--- config.mk ---
export PLATFORM = sky130hd
export DESIGN_NAME = tlb_overlap_scan
export DESIGN_NICKNAME = d
export VERILOG_FILES = /design/src/rtl/tlbov_pkg.sv /design/src/rtl/tlbov_seq.sv /design/src/rtl/tlbov_match.sv /design/src/rtl/tlbov_tally.sv /design/src/rtl/tlb_overlap_scan.sv
export SDC_FILE = /design/constraint.sdc
export NUM_CORES = 1
export LEC_CHECK = 0
export ABC_AREA = 1
export BUFFER_PORTS_ARGS = -buffer_cell sky130_fd_sc_hd__buf_4
export CAP_MARGIN = 20
export CORE_MARGIN = 1
export CORE_UTILIZATION = 45
export DETAILED_ROUTE_END_ITERATION = 6
export PLACE_DENSITY = 0.75
export SLEW_MARGIN = 30
export SYNTH_ARGS = -nofsm -noshare
export SYNTH_HDL_FRONTEND = slang
export SYNTH_SLANG_ARGS = --single-unit
export TNS_END_PERCENT = 1
--- constraint.sdc ---
create_clock -name clk -period 8.7 [get_ports clk]
set_input_delay 1.305 -clock clk [delete_from_list [all_inputs] [get_ports clk]]
set_output_delay 1.305 -clock clk [all_outputs]
set_load 0.05 [all_outputs]
--- src/rtl/tlbov_pkg.sv ---
package tlbov_pkg;

  localparam int ENTRY_W  = 64;
  localparam int VPN_W    = 20;
  localparam int TAG_W    = 7;
  localparam int SZ_MAX   = 9;
  localparam int RES_MULTI = -1;
  localparam int RES_NONE  = -2;

  typedef logic [ENTRY_W-1:0] entry_t;

  function automatic logic ent_valid(input entry_t e);
    return e[63];
  endfunction

  function automatic logic ent_global(input entry_t e);
    return e[62];
  endfunction

  function automatic logic [TAG_W-1:0] ent_tag(input entry_t e);
    return e[58:52];
  endfunction

  function automatic logic [VPN_W-1:0] ent_page(input entry_t e);
    return e[51:32];
  endfunction

  // lowest set bit among [8:0]; 9 when none is set
  function automatic logic [3:0] size_code(input entry_t e);
    logic [3:0] code;
    code = 4'(SZ_MAX);
    for (int i = SZ_MAX - 1; i >= 0; i--) begin
      if (e[i]) code = 4'(i);
    end
    return code;
  endfunction

  function automatic logic [VPN_W:0] span_pages(input entry_t e);
    return (VPN_W+1)'(1) << {size_code(e), 1'b0};
  endfunction

  function automatic logic [VPN_W:0] range_lo(input entry_t e);
    logic [VPN_W:0] span;
    span = span_pages(e);
    return {1'b0, ent_page(e)} & ~(span - (VPN_W+1)'(1));
  endfunction

  function automatic logic ranges_meet(input entry_t a, input entry_t b);
    logic [VPN_W+1:0] a_lo, a_hi, b_lo, b_hi;
    a_lo = {1'b0, range_lo(a)};
    b_lo = {1'b0, range_lo(b)};
    a_hi = a_lo + {1'b0, span_pages(a)};
    b_hi = b_lo + {1'b0, span_pages(b)};
    return ((a_lo <= b_lo) && (b_lo < a_hi)) ||
           ((b_lo <= a_lo) && (a_lo < b_hi));
  endfunction

  // candidate global bit deliberately not consulted
  function automatic logic entries_collide(input entry_t cand, input entry_t res);
    logic same_space;
    same_space = (ent_tag(cand) == ent_tag(res)) || ent_global(res);
    return ent_valid(cand) && ent_valid(res) && ranges_meet(cand, res) && same_space;
  endfunction

endpackage

--- src/rtl/tlbov_seq.sv ---
module tlbov_seq #(
  parameter int N     = 16,
  parameter int IDX_W = 4
) (
  input  logic             clk,
  input  logic             rst_n,
  input  logic             start,
  output logic             accept,
  output logic             busy,
  output logic [IDX_W-1:0] rd_idx,
  output logic             eval_vld,
  output logic [IDX_W-1:0] eval_idx,
  output logic             finish
);

  localparam logic [IDX_W-1:0] LAST_IDX = IDX_W'(N - 1);

  logic issuing;
  logic last_q;
  logic fin_q;

  assign accept = start && !busy;
  assign finish = fin_q;

  always_ff @(posedge clk or negedge rst_n) begin
    if (!rst_n) begin
      busy     <= 1'b0;
      issuing  <= 1'b0;
      rd_idx   <= '0;
      eval_vld <= 1'b0;
      eval_idx <= '0;
      last_q   <= 1'b0;
      fin_q    <= 1'b0;
    end else begin
      eval_vld <= issuing;
      eval_idx <= rd_idx;
      last_q   <= issuing && (rd_idx == LAST_IDX);
      fin_q    <= last_q;
      if (accept) begin
        busy    <= 1'b1;
        issuing <= 1'b1;
        rd_idx  <= '0;
      end else begin
        if (issuing) begin
          if (rd_idx == LAST_IDX) issuing <= 1'b0;
          else                    rd_idx  <= rd_idx + 1'b1;
        end
        if (fin_q) busy <= 1'b0;
      end
    end
  end

endmodule

--- src/rtl/tlbov_match.sv ---
module tlbov_match
  import tlbov_pkg::*;
(
  input  entry_t cand,
  input  entry_t resident,
  input  logic   eval_vld,
  output logic   hit
);

  always_comb begin
    hit = eval_vld && entries_collide(cand, resident);
  end

endmodule

--- src/rtl/tlbov_tally.sv ---
module tlbov_tally #(
  parameter int IDX_W = 4,
  parameter int RES_W = 16
) (
  input  logic                    clk,
  input  logic                    rst_n,
  input  logic                    clear,
  input  logic                    hit,
  input  logic [IDX_W-1:0]        hit_idx,
  input  logic                    finish,
  output logic                    done,
  output logic signed [RES_W-1:0] result
);

  logic [1:0]       n_hits;
  logic [IDX_W-1:0] hit_pos;

  function automatic logic signed [RES_W-1:0] encode(input logic [1:0] cnt,
                                                      input logic [IDX_W-1:0] pos);
    case (cnt)
      2'd0:    return RES_W'(tlbov_pkg::RES_NONE);
      2'd1:    return RES_W'({1'b0, pos});
      default: return RES_W'(tlbov_pkg::RES_MULTI);
    endcase
  endfunction

  always_ff @(posedge clk or negedge rst_n) begin
    if (!rst_n) begin
      n_hits  <= 2'd0;
      hit_pos <= '0;
      done    <= 1'b0;
      result  <= RES_W'(tlbov_pkg::RES_NONE);
    end else begin
      done <= finish;
      if (finish) result <= encode(n_hits, hit_pos);
      if (clear) begin
        n_hits <= 2'd0;
      end else if (hit) begin
        if (n_hits != 2'd2) n_hits <= n_hits + 2'd1;
        hit_pos <= hit_idx;
      end
    end
  end

endmodule

--- src/rtl/tlb_overlap_scan.sv ---
module tlb_overlap_scan
  import tlbov_pkg::*;
#(
  parameter int N     = 16,
  parameter int RES_W = 16,
  localparam int IDX_W = (N > 1) ? $clog2(N) : 1
) (
  input  logic                    clk,
  input  logic                    rst_n,
  input  logic                    start,
  input  logic [63:0]             cand_entry,
  output logic [IDX_W-1:0]        rd_idx,
  input  logic [63:0]             rd_data,
  output logic                    busy,
  output logic                    done,
  output logic signed [RES_W-1:0] result
);

  entry_t           cand_q;
  logic             accept_w;
  logic             eval_vld_w;
  logic [IDX_W-1:0] eval_idx_w;
  logic             finish_w;
  logic             hit_w;

  always_ff @(posedge clk or negedge rst_n) begin
    if (!rst_n)        cand_q <= '0;
    else if (accept_w) cand_q <= cand_entry;
  end

  tlbov_seq #(.N(N), .IDX_W(IDX_W)) u_seq (
    .clk      (clk),
    .rst_n    (rst_n),
    .start    (start),
    .accept   (accept_w),
    .busy     (busy),
    .rd_idx   (rd_idx),
    .eval_vld (eval_vld_w),
    .eval_idx (eval_idx_w),
    .finish   (finish_w)
  );

  tlbov_match u_match (
    .cand     (cand_q),
    .resident (rd_data),
    .eval_vld (eval_vld_w),
    .hit      (hit_w)
  );

  tlbov_tally #(.IDX_W(IDX_W), .RES_W(RES_W)) u_tally (
    .clk     (clk),
    .rst_n   (rst_n),
    .clear   (accept_w),
    .hit     (hit_w),
    .hit_idx (eval_idx_w),
    .finish  (finish_w),
    .done    (done),
    .result  (result)
  );

endmodule

Word level (Yosys, flattened, before mapping)
Index checks and enable logic that the tools add are counted.
{"block": "classes", "reduce_logical": 19, "shifts": 2, "eq_ne": 5, "bitwise_logic": 5, "add_sub_neg": 6, "div_mod_pow": 0, "multipliers": 0, "muxes": 30, "n_lt_le_gt_ge": 4}
{"cell": "two-way mux 4 bit", "count": 19}
{"cell": "adder 21 x 21 -> 22 bit", "count": 2}
{"cell": "< comparator 21 x 22 -> 1 bit", "count": 2}
{"cell": "bitwise AND 20 x 21 -> 21 bit", "count": 2}
{"cell": "less-or-equal comparator 21 bit", "count": 2}
{"cell": "inverter 21 bit", "count": 2}
{"cell": "left shift 1 x 5 -> 21 bit, first input constant", "count": 2}
{"cell": "subtractor 21 x 1 -> 21 bit, second input constant", "count": 2}
{"cell": "case mux 16 bit (2 select lines)", "count": 1}
{"cell": "logical AND 1 bit", "count": 8}
{"cell": "nonzero test 2 bit", "count": 4}
{"cell": "equality test 7 bit", "count": 1}
{"cell": "two-way mux 1 bit", "count": 7}
{"cell": "two-way mux 2 bit", "count": 3}
{"cell": "AND reduction 2 bit", "count": 3}
{"cell": "adder 4 x 1 -> 4 bit, second input constant", "count": 1}
{"cell": "equality test 4 bit, second input constant", "count": 1}
{"cell": "inequality test 2 bit, second input constant", "count": 2}
{"cell": "adder 2 x 1 -> 2 bit, second input constant", "count": 1}
{"cell": "equality test 2 x 1 -> 1 bit, second input constant", "count": 1}
{"cell": "logical NOT 2 bit", "count": 1}
{"cell": "logical OR 1 bit", "count": 2}
{"cell": "logical NOT 1 bit", "count": 1}
{"cell": "inverter 1 bit", "count": 1}
{"block": "word_totals", "latchBits": 0, "n_memories": 0, "regBits": 100, "elab_cells": 83, "ram_bits": 0, "mem_bits_ro": 0, "in_bits": 131}

Longest topological paths before layout
Gate-level depths: netlist of run 1.
{"block": "depth", "ltp_word": 22, "mapped_depth": 43}

Hierarchy
A second synthesis of run 1 with hierarchy kept.
{"block": "hier_totals", "hier_cells": 1080, "area_unflattened_um2": 7533.5}
{"module": "tlbov_match", "area_per_inst_um2": 3907.5, "n_inst": 1, "seq_area_each_um2": 0.0, "cells_per_inst": 680}
{"module": "tlb_overlap_scan", "area_per_inst_um2": 2446.1, "n_inst": 1, "seq_area_each_um2": 1601.5, "cells_per_inst": 270}
{"module": "tlbov_tally", "area_per_inst_um2": 686.9, "n_inst": 1, "seq_area_each_um2": 305.3, "cells_per_inst": 86}
{"module": "tlbov_seq", "area_per_inst_um2": 493.0, "n_inst": 1, "seq_area_each_um2": 325.3, "cells_per_inst": 44}

Worst setup path after synthesis of run 1
OpenSTA, ideal clock, no wires.
{"block": "synth_timing", "kind": "in2reg", "from": "input port rd_data[3]", "to": "register u_tally.hit_pos[0]", "slack_ns": 3.253, "required_ns": 8.580, "stages": 36, "t_arrival_ns": 5.326, "cell_sequence": "nor2_1 > nor2_1 > a31oi_1 > inv_2 > nor2_1 > inv_1 > nor2_1 > inv_1 > ha_1 > nand2_1 > inv_1 > ha_1 > a31oi_1 > o21bai_1 > nand2_1 > o21ai_1 > nand3_1 > nand2_1 > a21oi_1 > o21ai_1 > nand3_1 > nand2_1 > xor2_1 > ha_1 > nand2_1 > nor2_1 > a211oi_1 > nand2_1 > nand3_1 > nand2_1 > nand3_1 > nand2_1 > nand2_2 > nand2_4 > o21ai_1 > nand2_1"}
{"block": "synth_via", "elab_chain_cells": 16, "elab_cells_between_ends": 20}
{"element": "from (decl)", "line": "tlb_overlap_scan.sv:13", "source": "input logic [63:0] rd_data,"}
{"element": "two-way mux 4 bit * (4 in a row)", "line": "tlbov_pkg.sv:33", "source": "if (e[i]) code = 4'(i);"}
{"element": "left shift 1 x 5 -> 21 bit *", "line": "tlbov_pkg.sv:39", "source": "return (VPN_W+1)'(1) << {size_code(e), 1'b0};"}
{"element": "subtractor 21 x 1 -> 21 bit", "line": "tlbov_pkg.sv:45", "source": "return {1'b0, ent_page(e)} & ~(span - (VPN_W+1)'(1));"}
{"element": "inverter 21 bit", "line": "tlbov_pkg.sv:45"}
{"element": "bitwise AND 20 x 21 -> 21 bit", "line": "tlbov_pkg.sv:45"}
{"element": "adder 21 x 21 -> 22 bit", "line": "tlbov_pkg.sv:53", "source": "b_hi = b_lo + {1'b0, span_pages(b)};"}
{"element": "< comparator 21 x 22 -> 1 bit", "line": "tlbov_pkg.sv:55", "source": "((b_lo <= a_lo) && (a_lo < b_hi));"}
{"element": "logical AND 1 bit", "line": "tlbov_pkg.sv:55"}
{"element": "logical OR 1 bit *", "line": "tlbov_pkg.sv:54", "source": "return ((a_lo <= b_lo) && (b_lo < a_hi)) ||"}
{"element": "logical AND 1 bit * (2 in a row)", "line": "tlbov_pkg.sv:62", "source": "return ent_valid(cand) && ent_valid(res) && ranges_meet(cand, res) && same_space;"}
{"element": "logical AND 1 bit *", "line": "tlbov_match.sv:11", "source": "hit = eval_vld && entries_collide(cand, resident);"}
{"element": "AND reduction 2 bit (no source line) *"}
{"element": "to (signal assigned)", "line": "tlbov_tally.sv:40", "source": "hit_pos <= hit_idx;"}
{"element": "to (decl)", "line": "tlbov_tally.sv:16", "source": "logic [IDX_W-1:0] hit_pos;"}
Mark *: on every way between the ends. The rest lies on a longest branch, timed or not.
A chain may end at the register's enable or synchronous reset.

Worst setup path after layout of run 1
Same ends and word-level chain as after synthesis.

==> metrics.txt, run 1 <==
met2 capacity usage during global routing=0.348; number of warnings reported in the yosys synthesis log=0; final number of setup-violating endpoints=0; number of violations of the max-capacitance limit=0; pin slew with the least headroom to its limit=0.744 ns; Resized cells post-CTS=0; launch point of the worst reg-to-reg path=cand_q[6]$_DFFE_PN0P_; TritonCTS clock tree=done; netlist area before placement=5990 µm²; EDFF count, synth=0; # nets final=1165; maximum number of pins on one net before global-route repair=63; setup fix buffers added after clock tree synthesis=0; async set or reset register ratio after synthesis=1.00; Setup TNS Final=0 ns; endpoints failing hold=0; gate count of the mapped netlist=873; detailed router's first-iteration violation count=265; Wirelength per Cell=12.0 µm; Slowest Stage Delay on Critical Path=0.32 ns; leading cell type in the layout, fill and taps excluded=nand2_1; fraction of the yosys area taken by sequential cells=0.260; first-pass GRT wire length=23.2 mm; headroom to the max-slew limit=0.504; status=finished clean; number of antenna violations at the first check in global routing=0; count of vias placed by the detailed router=5625; remaining design rule violation count=0; Worst-Skew Late Latency=0.33 ns; fin cells=1140; placed wire-length estimate after detailed placement=11.1 mm; Critical Path Fanout Max=5; Min Hold Slack=0.352 ns; Most used DFF post-synth=dfrtp_1; clock period minus worst slack=5.94 ns; worst-case setup slack after placement=2.46 ns; final antenna diode count=0; Pleak=3.89 nW; IO Count=153; distinct cell type count of the synthesized netlist=45; r2r setup slk=3.31 ns; count of filler cells inserted in the layout=1264; power density relative to cell area=330 nW/µm²; mean number of vias per cell=4.93; cell depth of the worst hold path=0; destination of the worst register-to-register timing path=u_tally.hit_pos[0]$_DFFE_PN0P_; count of input and output buffers=99; clock tree root buffer cell=clkbuf_16; CP Data Required Time=8.91 ns; htree depth=3; Setup crit start kind=primary input; kind of path behind the tightest hold check=reg -> reg; Die X-Extent=117 µm; DRT Pass-1 Iters=7; die height=117 µm; met1 Usage GRT=0.268; area added between synthesis and finish=19.9%; Top Usage Layer GRT=met2; vias in the first global route=5201; clock net sink count=62; unrepaired setup endpoints after global routing=false; sum of internal, switching and leakage power=2.37 mW; max-slew violation count=0; Hold Path End=u_seq.finish$_DFF_PN0_; placed insts=1124; routability-driven placement congestion ratio=0.895; number of buffers inserted during clock tree synthesis=9; fraction of final layout cells sized beyond drive strength 1=0.166; core region area=12800 µm²; worst-case reg-to-reg path depth=38; dominant cell type by count on the critical path=nand2_1; CTS hold repair buffers=0; register clock-pin slew on the reported worst setup and hold paths=0.06 ns; starting utilization of the core area=0.469; clock buffer depth=2; period utilisation layout=0.683; element type at the critical path end=flip-flop; Total Die Area=13800 µm²; met3 track demand over resource=0.0340; Crit Path Class=in -> reg; post-detailed-routing wire length=13.6 mm; worst ir drop on vdd=0.187 mV; total of flip-flops plus latches after synthesis=62; global-route usage over all layers=0.204; number of core rows=41; most frequent cells in the layout=nand2_1, inv_1, buf_4; Syn Area/Cell=6.86 µm²; Mapped Nets=1075; HP Start=u_seq.last_q$_DFF_PN0_; Worst path slowest cell=ha_1; Worst EP arrival=6.15 ns; Max Clock Skew=0.00698 ns; Antenna Nets Post-Route=0; maximum operating frequency=168 MHz; total grt overflow=0; min setup slack post-route=2.76 ns
-- worst max path at each step --
stage	start	endpoint	slack, ns	depth (start not counted)
6_report	rd_data[3]	u_tally.hit_pos[0]$_DFFE_PN0P_	2.76	37
5_1_grt	rd_data[3]	u_tally.hit_pos[0]$_DFFE_PN0P_	2.30	37
4_1_cts	rd_data[3]	u_tally.hit_pos[0]$_DFFE_PN0P_	2.78	37
3_5_place_dp	rd_data[3]	u_tally.hit_pos[0]$_DFFE_PN0P_	2.46	37
3_3_place_gp	rd_data[3]	u_tally.hit_pos[0]$_DFFE_PN0P_	2.51	37
2_1_floorplan	rd_data[3]	u_tally.hit_pos[0]$_DFFE_PN0P_	3.25	36
-- registers in the layout, summed over array words and instances (netlist names) --
register and count:
u_seq.rd_idx 4, u_seq.eval_idx 4, u_seq.busy 1, u_seq.last_q 1, u_seq.finish 1, u_seq.eval_vld 1
u_tally.n_hits 2, cand_q 37, u_tally.result 5, u_tally.done 1, u_seq.issuing 1, u_tally.hit_pos 4
-- cell usage after synthesis, types with 3 or more instances --
master      n  area [µm²]
o21ai_2     3        26.3
o21bai_1    4        30.0
o21ai_0    44         220
a21oi_1    41         205
dfstp_2     4         105
nand3_1    29         145
buf_4      11        82.6
o21ai_1     9        45.0
nor3_1     16        80.1
nor2_2      4        25.0
a211oi_1    6        45.0
inv_2       8        30.0
inv_1     133         499
a21oi_2     4        35.0
o211ai_1    4        30.0
nand2_4     3        33.8
dfrtp_1    58        1450
nor4_1      4        25.0
clkbuf_1    9        33.8
xor2_1     28         245
nor2_1     90         338
nand2_2     9        56.3
nand2_1   225         845
a31oi_1     6        37.5
ha_1       71         888
nand4_1    12        75.1
xnor2_1    14         123
-- power by group --
part | total, mW | leakage, nW | switching [mW] | internal, mW
registers | 0.514 | 0.758 | 0.0928 | 0.421
logic | 1.44 | 2.97 | 0.925 | 0.512
clock network | 0.414 | 0.162 | 0.134 | 0.280
-- per-stage QoR --
stage	utilization	area, µm²
after floorplan	-	5990
final	0.562	7180
after global placement	0.535	6830
after detailed placement	0.535	6830
after CTS	0.562	7180
after global routing	0.562	7180
-- cell families (layout without fill, tap and decap cells) --
family / after synthesis / after routing / synth area share
DFF: 62 / 62 / 0.260
buffers and inverters: 164 / 259 / 0.110
adders and majority gates: 71 / 71 / 0.148
and+or+nand+nor: 401 / 401 / 0.288
AOI/OAI and AO/OA: 133 / 133 / 0.131
xor gates and xnor gates: 42 / 42 / 0.0615
-- layer usage --
layer	part of all wire	wire (µm)
met1	0.46	6270
met2	0.48	6600
met3	0.045	613
met4	0.010	139
met5	0	0
-- worst max-delay path: cells and delay by family --
kind / cells / cell delay (ns)
simple gates: 20 / 1.91
fa+ha+maj: 3 / 0.84
compound gates: 8 / 1.48
buf+inv: 5 / 0.45
xor+xnor: 1 / 0.15
-- final cells by class --
type / count / area [µm²] / share of cell area
multi-input combinational: 647 / 3770 / 0.525
sequential: 62 / 1560 / 0.217
timing repair buffer: 100 / 751 / 0.105
inverter: 143 / 539 / 0.0751
clock buffer: 9 / 225 / 0.0314
tap: 172 / 215 / 0.0300
clock inverter: 7 / 123 / 0.0171
Power figures use the tool's default switching activity.
==> inputs of run 2 (changes only) <==
==> constraint.sdc (replaced) <==
create_clock -name clk -period 5.57 [get_ports clk]
set_input_delay 0.8355 -clock clk [delete_from_list [all_inputs] [get_ports clk]]
set_output_delay 0.8355 -clock clk [all_outputs]
set_load 0.05 [all_outputs]
==> metrics.txt, run 2 (synthesis gave the netlist of run 1 again) <==
status=finished clean; clock period minus worst slack=5.08 ns; Min Hold Slack=0.352 ns; Antenna Nets Post-Route=0; Worst-Skew Late Latency=0.32 ns; max-slew violation count=0; area added between synthesis and finish=23.7%; routed length on met3=388 µm; headroom to the max-slew limit=0.485; mean number of vias per cell=4.88; routability-driven placement congestion ratio=0.888; sum of internal, switching and leakage power=3.71 mW; final number of setup-violating endpoints=0; WL met1=6.68 mm; DRT Pass-1 Iters=5; unrepaired setup endpoints after global routing=false; r2r setup slk=0.63 ns; part of the total power dissipated in the clock network=0.165; number of buffers inserted during clock tree synthesis=9; IO Count=153; worst-case reg-to-reg path depth=39; CP Data Required Time=5.77 ns; Post-DP Area=6970 µm²; first-pass GRT wire length=23.2 mm; detailed router's first-iteration violation count=319; Wirelength per Cell=11.8 µm; number of violations of the max-capacitance limit=0; power density relative to cell area=502 nW/µm²; Hold Path End=u_seq.finish$_DFF_PN0_; Die X-Extent=117 µm; switching part of the total power=0.484; dominant cell type by count on the critical path=nand2_1; number of flip-flops under the largest register name=37; Slowest Stage Delay on Critical Path=0.30 ns; clock net sink count=62; internal power of the cells=1.91 mW; registers with the most flip-flops=cand_q: 37 flops, u_tally.result: 5 flops; Total Die Area=13800 µm²; destination of the worst register-to-register timing path=u_tally.hit_pos[0]$_DFFE_PN0P_; die height=117 µm; Post-Layout Inst Area=7400 µm²; Pleak=4.00 nW; clock buffer depth=2; endpoints failing hold=0; final antenna diode count=0; element type at the critical path end=flip-flop; most frequent cells in the layout=nand2_1, inv_1, buf_4; count of filler cells inserted in the layout=1201; count of input and output buffers=99; fraction of final layout cells sized beyond drive strength 1=0.204; worst ir drop on vdd=0.270 mV; maximum number of pins on one net before global-route repair=63; clock tree root buffer cell=clkbuf_16; Worst path slowest cell=ha_1; placed wire-length estimate after detailed placement=11.1 mm; # nets final=1184; Setup crit start kind=primary input; HP Start=u_seq.last_q$_DFF_PN0_; relative contribution of sequential cells to total power=0.217; core region area=12800 µm²; uppermost signal routing layer after detailed routing=met4; post-detailed-routing wire length=13.7 mm; count of vias placed by the detailed router=5655; Setup TNS Final=0 ns; TritonCTS clock tree=done; total grt overflow=0; Crit Path Class=in -> reg; period utilisation layout=0.911; net switching power of the design=1.80 mW; kind of path behind the tightest hold check=reg -> reg; Critical Path Fanout Max=5; pin slew with the least headroom to its limit=0.773 ns; starting utilization of the core area=0.469; remaining design rule violation count=0; number of antenna violations at the first check in global routing=0; vias in the first global route=5178; cell depth of the worst hold path=0; maximum operating frequency=197 MHz; htree depth=3; register with the highest flop count=cand_q; Worst EP arrival=5.28 ns; final core area utilization=0.580; leading cell type in the layout, fill and taps excluded=nand2_1; share of total power in combinational logic=0.618; number of core rows=41; register clock-pin slew on the reported worst setup and hold paths=0.05 ns; launch point of the worst reg-to-reg path=cand_q[6]$_DFFE_PN0P_; Met2 Wirelength=6.57 mm; global-route usage over all layers=0.202; Max Clock Skew=0.00412 ns
## run 2: cell types whose count changed in the layout (fill, tap and decap cells not counted), sizes merged
| cell | before | now |
|---|---|---|
| clkinvlp | 2 | 0 |
| clkinv | 3 | 2 |
| buf | 100 | 119 |
| clkbuf | 9 | 13 |
| bufinv | 3 | 2 |
## run 2: cell type report
type	count	area (µm²)	area share
Sequential cell	62	1560	0.210
Clock inverter	3	65.1	0.00879
Clock buffer	13	270	0.0365
Timing Repair Buffer	119	893	0.121
Inverter	143	539	0.0728
Multi-Input combinational cell	647	3860	0.522
Tap cell	172	215	0.0291
## run 2: how the worst max path moves through the flow
stage | from | end
finish | rd_data[3] | u_tally.hit_pos[0]$_DFFE_PN0P_
global route | rd_data[7] | u_tally.hit_pos[1]$_DFFE_PN0P_
CTS | cand_q[6]$_DFFE_PN0P_ | u_tally.hit_pos[0]$_DFFE_PN0P_
detailed placement | rd_data[3] | u_tally.hit_pos[0]$_DFFE_PN0P_
global placement | rd_data[3] | u_tally.hit_pos[0]$_DFFE_PN0P_
floorplan | rd_data[3] | u_tally.hit_pos[0]$_DFFE_PN0P_
## run 2: layer usage
layer / vias to the layer above / global-route usage
met4: 0 / 0.0268
met1: 2541 / 0.272
met2: 99 / 0.351
li1: 3011 / -
met5: - / 0
met3: 4 / 0.0268
## run 2: power groups by stage
stage / logic (mW) / clock network [mW] / registers [mW]
after floorplan: 1.68 / 0 / 0.878
after global placement: 2.18 / 0 / 0.803
after detailed placement: 2.23 / 0 / 0.807
after CTS: 2.25 / 0.624 / 0.803
after global routing: 2.59 / 0.644 / 0.832
final: 2.30 / 0.613 / 0.804
## run 2: per-stage QoR
stage               worst slack [ns]  std cells
CTS                            0.284       1158
global route                  0.0251       1159
global placement               0.129       1142
floorplan                      0.593        873
detailed placement           0.00690       1142
finish                         0.495       1159
## run 2: critical path: cells and delay by family
kind                     cells  cell delay [ns]
buffers and inverters        6             0.48
AO/OA/AOI/OAI                9             1.26
AND/OR/NAND/NOR             19             1.68
adder cells (fa/ha/maj)      3             0.82
XOR/XNOR                     1             0.14
## run 2: timing repair
action / CTS / global route
setup endpoints to repair: 0 / 6
gates resized for setup: 0 / 26
buffers inserted: 0 / 1
hold buffers: 0 / 0
